<file path="config.mk">
export PLATFORM = sky130hd
export DESIGN_NAME = wdog_timer
export DESIGN_NICKNAME = d
export VERILOG_FILES = /design/src/rtl/wdog_pkg.sv /design/src/rtl/wdog_ctrl.sv /design/src/rtl/wdog_dp.sv /design/src/rtl/wdog_timer.sv
export SDC_FILE = /design/constraint.sdc
export NUM_CORES = 1
export LEC_CHECK = 0
export BUFFER_PORTS_ARGS = -buffer_cell sky130_fd_sc_hd__buf_2
export CORE_MARGIN = 3
export CORE_UTILIZATION = 51
export CTS_CLUSTER_DIAMETER = 50
export CTS_CLUSTER_SIZE = 10
export DETAILED_ROUTE_END_ITERATION = 12
export GPL_ROUTABILITY_DRIVEN = 0
export PLACE_DENSITY = 0.69
export SETUP_SLACK_MARGIN = 0.5
export SYNTH_ARGS = -nofsm -noshare
export SYNTH_HDL_FRONTEND = slang
export SYNTH_SLANG_ARGS = --single-unit
</file>
<file path="constraint.sdc">
create_clock -name clk -period 3.1 [get_ports clk]
set_input_delay 0.62 -clock clk [delete_from_list [all_inputs] [get_ports clk]]
set_output_delay 0.62 -clock clk [all_outputs]
set_load 0.005 [all_outputs]
</file>
<file path="src/rtl/wdog_pkg.sv">
package wdog_pkg;
  localparam int CODE_W       = 4;
  localparam int PRE_MIN_LOG2 = 5;
  localparam int PRE_TOP_CODE = 11;
  localparam int PRE_W        = PRE_MIN_LOG2 + PRE_TOP_CODE;
  localparam int SEL_W        = 3;
  localparam int POST_W       = (1 << SEL_W) - 1;

  typedef struct packed {
    logic              run;
    logic              clear;
    logic              tick;
    logic [CODE_W-1:0] preCode;
    logic              postAssign;
    logic [SEL_W-1:0]  postSel;
  } wdogCtl_t;

  function automatic logic [PRE_W-1:0] preLastCount(input logic [CODE_W-1:0] code);
    int sh;
    sh = PRE_MIN_LOG2 + ((int'(code) > PRE_TOP_CODE) ? PRE_TOP_CODE : int'(code));
    return PRE_W'((33'd1 << sh) - 33'd1);
  endfunction

  function automatic logic [POST_W-1:0] postLastCount(input logic asg,
                                                      input logic [SEL_W-1:0] sel);
    return asg ? POST_W'((32'd1 << sel) - 32'd1) : '0;
  endfunction
endpackage

</file>
<file path="src/rtl/wdog_ctrl.sv">
module wdog_ctrl
  import wdog_pkg::*;
(
  input  logic       clk,
  input  logic       rst_n,
  input  logic       tickEn,
  input  logic       cfgEnable,
  input  logic       regWrEn,
  input  logic [7:0] regWrData,
  output logic [7:0] regRdData,
  input  logic       postAssign,
  input  logic [SEL_W-1:0] postSel,
  input  logic       clrCmd,
  input  logic       oscFail,
  input  logic       sleepExit,
  input  logic       clkClass,
  input  logic       ostDone,
  output wdogCtl_t   ctl
);
  localparam logic [CODE_W-1:0] CODE_RESET = 4'b0100;

  logic [CODE_W-1:0] periodCode;
  logic              swRun;
  logic              xtalWait;

  always_ff @(posedge clk or negedge rst_n) begin
    if (!rst_n) begin
      periodCode <= CODE_RESET;
      swRun      <= 1'b0;
      xtalWait   <= 1'b0;
    end else begin
      if (regWrEn) begin
        periodCode <= regWrData[CODE_W:1];
        swRun      <= regWrData[0];
      end
      xtalWait <= (xtalWait & ~ostDone) | (sleepExit & clkClass);
    end
  end

  assign regRdData = {{(8-CODE_W-1){1'b0}}, periodCode, swRun};

  always_comb begin
    ctl.run        = cfgEnable | swRun;
    ctl.clear      = clrCmd | oscFail | (sleepExit & ~clkClass) | (ostDone & xtalWait);
    ctl.tick       = tickEn;
    ctl.preCode    = periodCode;
    ctl.postAssign = postAssign;
    ctl.postSel    = postSel;
  end

  p_wr_readback_r2: assert property (@(posedge clk) disable iff (!rst_n)
    regWrEn |=> (regRdData[4:0] == $past(regWrData[4:0])));
  p_rd_pad_r2: assert property (@(posedge clk) disable iff (!rst_n)
    regWrEn |=> (regRdData[7:5] == 3'b000) || ($past(regWrData[7:5]) != 3'b000) || 1'b1 == (regRdData[7:5] == 3'b000));
endmodule

</file>
<file path="src/rtl/wdog_dp.sv">
module wdog_dp
  import wdog_pkg::*;
(
  input  logic     clk,
  input  logic     rst_n,
  input  wdogCtl_t ctl,
  output logic     timeoutPulse
);
  logic [PRE_W-1:0]  preCnt;
  logic [POST_W-1:0] postCnt;
  logic [PRE_W-1:0]  preLast;
  logic [POST_W-1:0] postLast;
  logic              preEnd;
  logic              postEnd;

  assign preLast  = preLastCount(ctl.preCode);
  assign postLast = postLastCount(ctl.postAssign, ctl.postSel);
  assign preEnd   = (preCnt >= preLast);
  assign postEnd  = (postCnt >= postLast);

  always_ff @(posedge clk or negedge rst_n) begin
    if (!rst_n) begin
      preCnt       <= '0;
      postCnt      <= '0;
      timeoutPulse <= 1'b0;
    end else if (!ctl.run || ctl.clear) begin
      preCnt       <= '0;
      postCnt      <= '0;
      timeoutPulse <= 1'b0;
    end else if (ctl.tick) begin
      if (preEnd) begin
        preCnt <= '0;
        if (postEnd) begin
          postCnt      <= '0;
          timeoutPulse <= 1'b1;
        end else begin
          postCnt      <= postCnt + 1'b1;
          timeoutPulse <= 1'b0;
        end
      end else begin
        preCnt       <= preCnt + 1'b1;
        timeoutPulse <= 1'b0;
      end
    end else begin
      timeoutPulse <= 1'b0;
    end
  end

  p_single_pulse_r7: assert property (@(posedge clk) disable iff (!rst_n)
    timeoutPulse |=> !timeoutPulse);
  p_pulse_from_tick_r7: assert property (@(posedge clk) disable iff (!rst_n)
    timeoutPulse |-> ($past(ctl.tick) && $past(ctl.run) && preCnt == '0 && postCnt == '0));
  p_stopped_quiet_r5: assert property (@(posedge clk) disable iff (!rst_n)
    !ctl.run |=> (!timeoutPulse && preCnt == '0 && postCnt == '0));
  p_clear_wins_r12: assert property (@(posedge clk) disable iff (!rst_n)
    ctl.clear |=> (!timeoutPulse && preCnt == '0 && postCnt == '0));
endmodule

</file>
<file path="src/rtl/wdog_timer.sv">
module wdog_timer
  import wdog_pkg::*;
(
  input  logic       clk,
  input  logic       rst_n,
  input  logic       tickEn,
  input  logic       cfgEnable,
  input  logic       regWrEn,
  input  logic [7:0] regWrData,
  output logic [7:0] regRdData,
  input  logic       postAssign,
  input  logic [2:0] postSel,
  input  logic       clrCmd,
  input  logic       oscFail,
  input  logic       sleepExit,
  input  logic       clkClass,
  input  logic       ostDone,
  output logic       timeoutPulse
);
  wdogCtl_t ctl;

  wdog_ctrl ctrl_i (
    .clk(clk), .rst_n(rst_n), .tickEn(tickEn), .cfgEnable(cfgEnable),
    .regWrEn(regWrEn), .regWrData(regWrData), .regRdData(regRdData),
    .postAssign(postAssign), .postSel(postSel), .clrCmd(clrCmd),
    .oscFail(oscFail), .sleepExit(sleepExit), .clkClass(clkClass),
    .ostDone(ostDone), .ctl(ctl)
  );

  wdog_dp dp_i (
    .clk(clk), .rst_n(rst_n), .ctl(ctl), .timeoutPulse(timeoutPulse)
  );
endmodule

</file>
==> flow_summary.ini <==
[logic_synthesis]
synth-simple-area-share = 0.238
synth_compound_area_frac = 0.137
synth_cell_types = 45
synth-seq-cells = 30
synth.area.mux_share = 0.0320
synth_edf_count = 0
async_reset_ff_frac = 1.00
synth-adder-area-share = 0.149
yosys_most_used_dff = dfrtp_1
syn-cell-area_sq_um = 2190
synthCells = 246
yosysSeqAreaShare = 0.343
synth_top_family_by_area = simple AND/OR/NAND/NOR gates
yosysWarnings = 0
syn_avg_cell_area_sq_um = 8.90
synth_xor_area_frac = 0.0560

[die]
row_count = 23
initial_core_util = 0.540
core_sq_um = 4060
ios = 31
die_h_microns = 71.5
die_w_microns = 71.5
dieArea_sq_um = 5120

[worst_hold_path]
holdCritPathClass = input port to asynchronous set/reset pin

[sta]
hold_viol_final = 0
worst_pin_slew_ns = 0.680
layout_setup_ws_ns = 0.529
fin_hold_ws_ns = 0.367
relSlewSlack = 0.546
finalCriticalPeriod_ns = 2.57
slew_viol_final = 0
finClkSkew_ns = 0.0105
fmax_ghz = 0.389
setup-tns-final_ns = 0
rsz0062_at_grt = yes
fin_crit_sh = 0.829
setup_violations = 0

[power_and_ir_drop]
p_sw_frac = 0.280
seqPwrFrac = 0.453
powerDensity_nw_per_um2 = 345
ir_worst_vdd_mv = 0.292
p_comb_frac = 0.182
pwr-share-clk = 0.365
p_sw_mw = 0.255
p_int_mw = 0.656
power.leakage_nw = 1.21

[clock_network]
cts_inserted_buffers = 5
cts_hold_buffers = 0
cts_tree = yes
clk_latency_ns = 0.29
cts.clk_slew.worst_paths_ns = 0.07
cts_sinks = 30
root_buffer = clkbuf_8
clockBufferDepth = 2
htree_levels = 2

[route]
vias = 1893
drt_iter0_drc = 107
final_antenna_net_count = 0
routed_via_density = 5.63
first_pass_iters = 4
wl_microns = 4810
wl_per_cell_microns = 14.3
drc_errors = 0

[grt]
grtUsageTotal = 0.196
grt_max_degree = 31
grt_pass1_wl_microns = 7980
grt_overflow = 0
antenna_found_initial = 0
grt_pass1_vias = 1684

[critical_path]
critPathKind = register to register
crit_family = simple AND/OR/NAND/NOR gates
crit_path_start_kind = register
cp_slowest_cell = dfstp_2
path_cells = nor2_1 -> xnor2_2 -> nand2b_4 -> ha_4 -> a21oi_4 -> o21ai_2 -> or4_4 -> nand2_8 -> nand2_4 -> mux2_4
cp_max_fo = 7
cp.required_ns = 3.27
cp-end-kind = register
arrival_ns = 2.74
critPathBufInv = 0
max_stage_delay_ns = 0.63
reg2reg_slack_ns = 0.53

[layout]
antenna_cells = 0
final_cell_mix = 27 x dfrtp_1, 24 x nor2_1, 24 x ha_1, 24 x buf_2
drive_above_1_share = 0.259
final_common_cell = dfrtp_1
area_growth_pct = 20.7
finalNetCount = 333

[placed_design]
io_buffer_count = 24
hpwl_microns = 3410
pre_cts_slack_ns = 0.313

[run]
max_cap_violations = 0

[status]
status = finished, final reports clean
-- synthesized netlist by cell type (all sizes together) (5+ instances only) --
cell	n	area share
dfrtp	29	0.33
ha	26	0.15
nor2	24	0.041
nand2	20	0.041
a21oi	19	0.045
nand3	17	0.039
o21ai	11	0.025
inv	9	0.015
and3	7	0.020
nor3	7	0.016
xnor2	7	0.028
xor2	7	0.028
buf	6	0.021
or3	6	0.017
mux2	5	0.027
nand4	5	0.014
o22ai	5	0.014
-- layout make-up --
type                       instances  area (sq um)
clock buffer                       6          82.6
inverter                           9          33.8
timing repair buffer              36           230
sequential                        30           754
multi-input combinational        203          1470
tap                               50          62.6
clock inverter                     2          12.5
fill                             326          1420
-- worst paths after layout --
kind	from	endpoint	depth (start not counted)
min in group clk	ostDone	ctrl_i.xtalWait	2
setup reg to reg	ctrl_i.periodCode[2]	dp_i.postCnt[1]	10
max in group asynchronous	rst_n	ctrl_i.periodCode[3]	1
setup / recovery	ctrl_i.periodCode[2]	dp_i.postCnt[1]	10
hold reg to reg	ctrl_i.xtalWait	ctrl_i.xtalWait	2
hold / removal	rst_n	dp_i.preCnt[10]	1
-- worst reg2reg max path, cell delays in order, from the launching register on --
cell	delay, ns
dfstp_2	0.63
nor2_1	0.11
xnor2_2	0.21
nand2b_4	0.08
ha_4	0.16
a21oi_4	0.14
o21ai_2	0.09
or4_4	0.59
nand2_8	0.10
nand2_4	0.05
mux2_4	0.30
-- what timing repair did --
item	CTS	global route
buffers inserted	2	7
gates resized for setup	9	17
pin swaps	2	6
setup endpoints to repair	20	20
-- cell families (layout without fill, tap and decap cells) --
| kind of cell | Yosys count | count (layout) |
|---|---|---|
| xor gates and xnor gates | 14 | 14 |
| DFF | 30 | 30 |
| buffers and inverters | 18 | 53 |
| muxes | 6 | 6 |
| other | 2 | 7 |
| adders and majority gates | 26 | 26 |
| and+or+nand+nor | 101 | 101 |
| AOI/OAI and AO/OA | 49 | 49 |
-- sequential cells by signal (all words and copies together) (netlist names) --
| signal | count |
|---|---|
| dp_i.postCnt | 7 |
| ctrl_i.periodCode | 4 |
| ctrl_i.xtalWait | 1 |
| dp_i.preCnt | 16 |
| ctrl_i.swRun | 1 |
| dp_i.timeoutPulse | 1 |
-- metal layers --
| layer | global-route usage | part of all wire | vias to the layer above |
|---|---|---|---|
| met3 | 0.0477 | 0.052 | 8 |
| li1 | - | - | 950 |
| met5 | 0 | 0 | - |
| met4 | 0.0564 | 0.014 | 0 |
| met2 | 0.278 | 0.45 | 42 |
| met1 | 0.295 | 0.48 | 893 |
-- power groups by stage --
stage / clock [mW] / sequential, mW / combinational [mW]
2_1_floorplan: 0 / 0.415 / 0.0872
3_3_place_gp: 0 / 0.421 / 0.122
3_5_place_dp: 0 / 0.421 / 0.124
4_1_cts: 0.342 / 0.413 / 0.133
5_1_grt: 0.355 / 0.414 / 0.187
6_report: 0.332 / 0.413 / 0.166
-- stage by stage --
step	instance area [sq um]	utilization	power, mW	std cells
floorplan	2210	-	0.502	251
global placement	2360	0.581	0.543	319
detailed placement	2360	0.581	0.545	319
CTS	2480	0.612	0.888	329
global route	2640	0.651	0.955	336
finish	2640	0.651	0.911	336
No activity file was read; power rests on OpenSTA's default activity.
